--- config.mk ---
export PLATFORM = sky130hd
export DESIGN_NAME = char_port
export DESIGN_NICKNAME = d
export VERILOG_FILES = /design/src/rtl/char_port_pkg.sv /design/src/rtl/char_fifo.sv /design/src/rtl/idle_timer.sv /design/src/rtl/char_port.sv
export SDC_FILE = /design/constraint.sdc
export NUM_CORES = 1
export LEC_CHECK = 0
export ABC_AREA = 1
export CORE_MARGIN = 10
export CORE_UTILIZATION = 60
export CTS_BUF_LIST = sky130_fd_sc_hd__clkbuf_16
export DETAILED_ROUTE_END_ITERATION = 10
export PLACE_DENSITY = 0.74
export RECOVER_POWER = 50
export SETUP_SLACK_MARGIN = 0.1
export SYNTH_ARGS = -nofsm -noshare
export SYNTH_HDL_FRONTEND = slang
export SYNTH_SLANG_ARGS = --single-unit
--- constraint.sdc ---
create_clock -name clk_i -period 3.45 [get_ports clk_i]
set_input_delay 0.69 -clock clk_i [delete_from_list [all_inputs] [get_ports clk_i]]
set_output_delay 0.69 -clock clk_i [all_outputs]
set_load 0.05 [all_outputs]
--- src/rtl/char_port_pkg.sv ---
package char_port_pkg;
  typedef enum logic {SEL_DATA = 1'b0, SEL_CTRL = 1'b1} reg_sel_e;
  localparam int RVALID_BIT = 15;
  localparam int RE_BIT     = 0;
  localparam int WE_BIT     = 1;
  localparam int RI_BIT     = 8;
  localparam int WI_BIT     = 9;
endpackage

--- src/rtl/char_fifo.sv ---
module char_fifo #(
  parameter int DEPTH = 64,
  parameter int W     = 8,
  localparam int AW   = $clog2(DEPTH),
  localparam int CW   = $clog2(DEPTH + 1)
) (
  input  logic          clk_i,
  input  logic          rst_ni,
  input  logic          push_i,
  input  logic [W-1:0]  data_i,
  input  logic          pop_i,
  output logic [W-1:0]  data_o,
  output logic [CW-1:0] count_o,
  output logic          full_o,
  output logic          empty_o
);
  logic [W-1:0]  mem_q [DEPTH];
  logic [AW-1:0] wr_ptr_q, rd_ptr_q;
  logic [CW-1:0] cnt_q;
  logic          do_push, do_pop;

  assign full_o  = (cnt_q == CW'(DEPTH));
  assign empty_o = (cnt_q == '0);
  assign do_push = push_i && !full_o;
  assign do_pop  = pop_i && !empty_o;
  assign data_o  = mem_q[rd_ptr_q];
  assign count_o = cnt_q;

  function automatic logic [AW-1:0] nxt(input logic [AW-1:0] p);
    return (p == AW'(DEPTH - 1)) ? '0 : p + 1'b1;
  endfunction

  always_ff @(posedge clk_i or negedge rst_ni) begin
    if (!rst_ni) begin
      wr_ptr_q <= '0;
      rd_ptr_q <= '0;
      cnt_q    <= '0;
    end else begin
      if (do_push) wr_ptr_q <= nxt(wr_ptr_q);
      if (do_pop)  rd_ptr_q <= nxt(rd_ptr_q);
      case ({do_push, do_pop})
        2'b10:   cnt_q <= cnt_q + 1'b1;
        2'b01:   cnt_q <= cnt_q - 1'b1;
        default: cnt_q <= cnt_q;
      endcase
    end
  end

  always_ff @(posedge clk_i) begin
    if (do_push) mem_q[wr_ptr_q] <= data_i;
  end
endmodule

--- src/rtl/idle_timer.sv ---
module idle_timer #(
  parameter int CYCLES = 32,
  localparam int TW    = $clog2(CYCLES + 1)
) (
  input  logic clk_i,
  input  logic rst_ni,
  input  logic activity_i,
  output logic idle_o
);
  logic [TW-1:0] cnt_q;

  assign idle_o = (cnt_q == TW'(CYCLES));

  always_ff @(posedge clk_i or negedge rst_ni) begin
    if (!rst_ni)         cnt_q <= '0;
    else if (activity_i) cnt_q <= '0;
    else if (!idle_o)    cnt_q <= cnt_q + 1'b1;
  end
endmodule

--- src/rtl/char_port.sv ---
module char_port
  import char_port_pkg::*;
#(
  parameter int DEPTH       = 64,
  parameter int RTV         = 8,
  parameter int WTV         = 8,
  parameter int IDLE_CYCLES = 32
) (
  input  logic        clk_i,
  input  logic        rst_ni,
  input  logic        req_i,
  input  logic        wr_i,
  input  logic        sel_i,
  input  logic [31:0] wdata_i,
  output logic [31:0] rdata_o,
  input  logic        rx_valid_i,
  input  logic [7:0]  rx_data_i,
  output logic        rx_ready_o,
  output logic        tx_valid_o,
  output logic [7:0]  tx_data_o,
  input  logic        tx_ready_i,
  output logic        irq_o
);
  localparam int CW = $clog2(DEPTH + 1);

  logic [CW-1:0] rx_cnt, tx_cnt, rx_free;
  logic          rx_full, rx_empty, tx_full, tx_empty;
  logic [7:0]    rx_head;
  logic          rx_push, rx_pop, tx_push, tx_pop;
  logic          host_idle, re_q, we_q, rd_cond, wr_cond, ri, wi;
  logic [15:0]   ravail, wspace;
  logic          unused_wdata;

  assign unused_wdata = ^wdata_i[31:8];

  assign rx_push = rx_valid_i && !rx_full;
  assign rx_pop  = req_i && !wr_i && (sel_i == SEL_DATA);
  assign tx_push = req_i && wr_i && (sel_i == SEL_DATA);
  assign tx_pop  = tx_ready_i && !tx_empty;

  char_fifo #(.DEPTH(DEPTH), .W(8)) u_rx_fifo (
    .clk_i, .rst_ni,
    .push_i (rx_push), .data_i (rx_data_i),
    .pop_i  (rx_pop),  .data_o (rx_head),
    .count_o(rx_cnt),  .full_o (rx_full), .empty_o(rx_empty)
  );

  char_fifo #(.DEPTH(DEPTH), .W(8)) u_tx_fifo (
    .clk_i, .rst_ni,
    .push_i (tx_push), .data_i (wdata_i[7:0]),
    .pop_i  (tx_pop),  .data_o (tx_data_o),
    .count_o(tx_cnt),  .full_o (tx_full), .empty_o(tx_empty)
  );

  idle_timer #(.CYCLES(IDLE_CYCLES)) u_idle (
    .clk_i, .rst_ni, .activity_i(rx_push), .idle_o(host_idle)
  );

  always_ff @(posedge clk_i or negedge rst_ni) begin
    if (!rst_ni) begin
      re_q <= 1'b0;
      we_q <= 1'b0;
    end else if (req_i && wr_i && (sel_i == SEL_CTRL)) begin
      re_q <= wdata_i[RE_BIT];
      we_q <= wdata_i[WE_BIT];
    end
  end

  assign rx_free = CW'(DEPTH) - rx_cnt;
  assign rd_cond = !rx_empty && ((rx_free <= CW'(RTV)) || host_idle);
  assign wr_cond = (tx_cnt <= CW'(WTV));
  assign ri      = re_q && rd_cond;
  assign wi      = we_q && wr_cond;
  assign irq_o   = ri || wi;

  assign ravail     = rx_empty ? 16'd0 : 16'(rx_cnt) - 16'd1;
  assign wspace     = 16'(CW'(DEPTH) - tx_cnt);
  assign rx_ready_o = !rx_full;
  assign tx_valid_o = !tx_empty;

  always_comb begin
    rdata_o = '0;
    if (sel_i == SEL_CTRL) begin
      rdata_o[31:16]  = wspace;
      rdata_o[RE_BIT] = re_q;
      rdata_o[WE_BIT] = we_q;
      rdata_o[RI_BIT] = ri;
      rdata_o[WI_BIT] = wi;
    end else if (!rx_empty) begin
      rdata_o[31:16]      = ravail;
      rdata_o[RVALID_BIT] = 1'b1;
      rdata_o[7:0]        = rx_head;
    end
  end
endmodule

* Word level (Yosys, flattened, before mapping) *
Memory sizes are Yosys's and may differ from the RTL's.
Index checks and enable logic that the tools add are counted.

storage, ports and cells
  bits in registers = 46
  memory bits (writable) = 1024
  input port bits = 47
  output and inout port bits = 43
  memories = 2

operators by class
  $add $sub $neg = 12
  $lt $le $gt $ge = 2
  eq/ne operators = 12
  multiplexer cells = 19
  bitwise operators = 1
  reduce and logical (&&, ||, !) cells = 25

memories
  memory           depth  width  read ports  clocked after memory_dff  write ports  line             RTL
  u_rx_fifo.mem_q  64     8      1           0                         1            char_fifo.sv:17  logic [W-1:0] mem_q [DEPTH];
  u_tx_fifo.mem_q  64     8      1           0                         1            char_fifo.sv:17

operators with widths
  cell                 number
  $mux 6               7
  $add 6x1->6 const B  5
  $eq 6x6->1 const B   5
  $pmux 7 s2           2
  $mux 17              1
  $mux 16              1
  $add 7x1->7 const B  2
  $eq 7x7->1 const B   2
  $le 7x4->1 const B   2
  $logic_and 1x1->1    14
  $logic_not 7->1      2
  $sub 7x1->7 const B  2
  $mux 8               1
  $sub 7x1->8 const B  1
  $sub 7x7->8 const A  1
  $sub 7x7->7 const A  1
  $logic_not 1->1      5
  $mux 1               5
  $eq 2x1->1 const B   2
  $eq 2x2->1 const B   2
  $mux 2               2
  $reduce_bool 2->1    2
  $logic_or 1x1->1     2
  $ne 2x1->1 const B   1
  $not 1->1            1

* Logic depth before layout (Yosys ltp) *
Gate-level depths: netlist of the first run.

  depth after elaboration = 6
  depth in mapped cells = 21
  mapped depth without buffers = 20

* Modules after synthesis *
A second synthesis of the first run with hierarchy kept.

second synthesis, totals
  cell total of the unflattened synthesis = 4594
  area total of the unflattened synthesis = 46980.1 sq um

modules (own cells, without submodules)
  module                  times used  cells an instance  area each (sq um)  sequential area each (sq um)
  char_fifo at u_rx_fifo  1           2222               23003.3            15850.2
  char_fifo at u_tx_fifo  1           2208               22945.8            15850.2
  char_port               1           124                694.4              50.0
  idle_timer              1           40                 336.6              150.1

* Worst setup path before layout of the first run *
No wires, ideal clock.

  path kind = input port to output port
  start = input port sel_i
  end = output port rdata_o[24]
  arrival time = 3.007 ns
  data required time = 2.760 ns
  slack = -0.247 ns
  cell stages on the path = 4
  path buffers = 2
  path through = clkbuf_1 o21ai_0 o21ai_0 buf_4

on the way
  word-level cells in the longest chain between the ends = 1

ends and longest elaborated chain
  element             line             RTL
  start: declaration  char_port.sv:13  input logic sel_i,
  $mux 16             char_port.sv:83  if (sel_i == SEL_CTRL) begin
  end: declaration    char_port.sv:15  output logic [31:0] rdata_o,

Every way passes these cells.

* Worst setup path in the final report of the first run *
  start = register u_rx_fifo.rd_ptr_q[0]
  end = output port rdata_o[1]

on the way
  word-level cells in the longest chain between the ends = 3

ends and longest elaborated chain
  element                   line             RTL
  start: declaration        char_fifo.sv:18  logic [AW-1:0] wr_ptr_q, rd_ptr_q;
  start signal: assignment  char_fifo.sv:40  if (do_pop) rd_ptr_q <= nxt(rd_ptr_q);
  $mem_v2 64x8              --
  $mux 8                    char_port.sv:89  end else if (!rx_empty) begin
  $mux 2                    char_port.sv:83

Every way passes these cells.

==> results of run 1 <==
[path summary, 6_finish.rpt]
check	from	end	slack [ns]	depth (start not counted)
max in group asynchronous	rst_ni	u_rx_fifo.rd_ptr_q[0]	0.73	1
max	u_rx_fifo.rd_ptr_q[0]	rdata_o[1]	-0.09	17
min in group asynchronous	rst_ni	u_tx_fifo.rd_ptr_q[5]	0.84	1
min	u_tx_fifo.wr_ptr_q[4]	u_tx_fifo.wr_ptr_q[4]	0.56	1
min reg2reg	u_tx_fifo.wr_ptr_q[4]	u_tx_fifo.wr_ptr_q[4]	0.56	1
max reg2reg	u_rx_fifo.count_o[0]	u_rx_fifo.mem_q[20][5]	0.19	11
[worst max-delay path: cells and delay by family (launching register included)]
kind          cells  cell delay (ns)
buf+inv           6             0.88
flops             1             0.45
simple gates     11             0.85
[power breakdown]
part,switching (mW),internal [mW]
clock network,4.76,6.17
registers,0.477,14.7
logic,12.2,7.32
[cell type report]
cell class / count / area, um^2
multi-input cells: 2422 / 12000
fillers: 4599 / 20300
clock inverters: 84 / 598
flip-flops and latches: 1070 / 31900
clock buffers: 108 / 2700
inverters: 164 / 681
well taps: 969 / 1210
repair inverters: 6 / 95.1
repair buffers: 381 / 4770
[registers in the layout, indices dropped and copies added (netlist names)]
name / cells
u_tx_fifo.count_o: 7
u_tx_fifo.rd_ptr_q: 6
u_rx_fifo.count_o: 7
u_rx_fifo.mem_q: 512
u_tx_fifo.wr_ptr_q: 6
u_rx_fifo.wr_ptr_q: 6
we_q: 1
u_rx_fifo.rd_ptr_q: 6
u_idle.cnt_q: 6
u_tx_fifo.mem_q: 512
re_q: 1
[stage by stage]
| step | hold WS [ns] | worst slack (ns) |
|---|---|---|
| final | 0.561 | -0.0922 |
| after global routing | 0.564 | -0.179 |
| after floorplan | 0.394 | 0.291 |
| after detailed placement | 0.545 | 0.233 |
| after global placement | 0.544 | 0.263 |
| after CTS | 0.216 | -0.0173 |
[cells in the mapped netlist, types with 3 or more instances]
master,number
xnor2_1,14
xor2_1,22
dfrtp_1,46
nand4_4,3
o221ai_1,4
buf_2,93
inv_1,147
nand4_1,11
inv_2,9
a31oi_1,3
buf_4,38
nand2_4,3
o211ai_1,82
nand2_1,618
nor3_1,8
nand2_2,6
a21oi_1,51
o21ai_0,453
o21ai_1,18
nor2_1,765
edfxtp_1,1024
nand3_2,3
o22ai_1,54
nand3b_1,4
buf_1,12
nand3_1,252
buf_6,20
ha_1,15
clkbuf_1,62
clkinv_1,5
[what timing repair did]
action / 4_1_cts / 5_1_grt
buffers inserted: 31 / 18
setup endpoints to repair: 16 / 34
pin swaps: 73 / 121
gates resized for setup: 232 / 201
gates cloned: 33 / 22
[per-layer routing]
metal | track usage (%) | routed length (um) | vias to the layer above
met4 | 12.0 | 5930 | 0
met3 | 3.69 | 11300 | 388
li1 | - | - | 14100
met5 | 0 | 0 | -
met2 | 45.0 | 62000 | 1951
met1 | 34.1 | 44000 | 15400
[cells by family after synthesis]
group,synth area share (%)
compound gates,8.25
xor+xnor,0.701
fa+ha+maj,0.417
buf+inv,4.25
flops,70.9
mux,0.0723
other cells,0.00834
simple gates,15.4
==> results.toml, run 1 <==
[run]
maxCapViolCount = 17

[synth]
synth-seq-cells = 1070
synth_edf_count = 1024
ys_warn_count = 0
synthDistinctLibCells = 53
synth_area_leaders = "edfxtp_1 68%, nor2_1 6.4%, nand2_1 5.2%"
synthFlopType = "edfxtp_1"
netlist.top_cell.by_area = "edfxtp_1"
syn_inst = 3879
syn_area_per_cell_um2 = 11.6
netlist.area_leader.share_pct = 68.4
syn-cell-area_um2 = 45000
ys_async_sr_fraction_pct = 4.30
synth_seq_area_share_pct = 70.9

[power]
peakVddDrop_mv = 0.628
pwr_density_cell_nw_per_um2 = 846
leakage_nw = 19.6
power.total_mw = 45.7

[setup_path]
required_ns = 2.76
crit_slowest_cell = "dfrtp_4"
critPathArrivalTime_ns = 2.85
crit_fanout = 8
worst_setup_path_end_kind = "primary output"
critPathMostFrequentCell = "nand2_2"
slowest_delay_ns = 0.45
critPathKind = "flip-flop to primary output"
path_cells = "buf_12 -> clkinv_16 -> buf_12 -> buf_16 -> nand2_2 -> nand2_1 -> nand2_2 -> nand3_2 -> nand3_2 -> nand2_1 -> nand2_1 -> nand2_1 -> inv_1 -> nand2_2 -> nand2_2 -> nand2_2 -> buf_12"
start_kind = "flip-flop"

[clocking]
postCtsHoldBufs = 0
cts_max_path_buffers = 3
cts_buffers = 104
clkTransAtPathRegs_ns = 0.06
worstSkewPairLatency_ns = 0.69
cts-htree-levels = 3
cts_tree = "done"
clock-sinks = 1070
root_buffer = "clkbuf_16"

[cells_and_area]
fin_area_um2 = 54000
drive_gt1_share_pct = 17.3
final_common_cell = "edfxtp_1"
final_cell_mix = "1024 x edfxtp_1, 737 x nor2_1, 562 x nand2_1, 367 x o21ai_0, 202 x buf_4"
antenna_cells = 0
stdcell_count = 5204
nets = 4211
area_growth_pct = 20.0
fin_util_pct = 72.6

[timing]
min_period_ns = 3.54
clock.fmax_ghz = 0.282
rsz0062_at_grt = "true"
finalClockSkew_ns = 0.0464
slew_headroom_pct = -114
setup_slack_ns = -0.0922
drv_slew = 843
hold_viol = 0
fin_crit_sh_pct = 103
setup_tns_ns = -0.520
worst_pin_slew_ns = 3.21
finalSetupViolCount = 13

[placement]
gp_congestion = 0.891
port_buffers = 60
dp_hpwl_mm = 63.4
placed_cell_area_um2 = 47800
placedCellCount = 4912

[die]
placementRows = 100
start_util_pct = 60.5
pin_count = 90
core-area_um2 = 74300
die_x_um = 294
dieArea_um2 = 86300
die_h_um = 294

[grt]
grt_pass1_wl_mm = 177
grt_pass1_vias = 30000
grt_start_max_net_pins = 65
grt_overflow = 0
grt_usage_pct = 26.7
antenna_found_initial = 0

[status]
violations = "capacitance limit, slew limit, setup timing"
status = "complete, but fails checks"

[drt]
dr.pass1.iters = 6
drc = 0
vias = 31900
drt-total-wl_mm = 123
viasPerCell = 6.13
drt_iter0_markers = 3732
drtAntennaViolNets = 0
wl_per_cell_um = 23.7

[hold_path]
hold_path_class = "flip-flop to flip-flop"
Note: power is estimated with default switching activity, not from simulation.
==> run 2, diff against run 1 <==
--- a/config.mk
+++ b/config.mk
@@ -9,6 +9,7 @@
 export CORE_MARGIN = 10
 export CORE_UTILIZATION = 60
 export CTS_BUF_LIST = sky130_fd_sc_hd__clkbuf_16
+export CTS_CLUSTER_SIZE = 14
 export DETAILED_ROUTE_END_ITERATION = 10
 export PLACE_DENSITY = 0.74
 export RECOVER_POWER = 50
==> results of run 2 <==
Same layout as run 1: the final DEF is identical, and so are final timing and power.
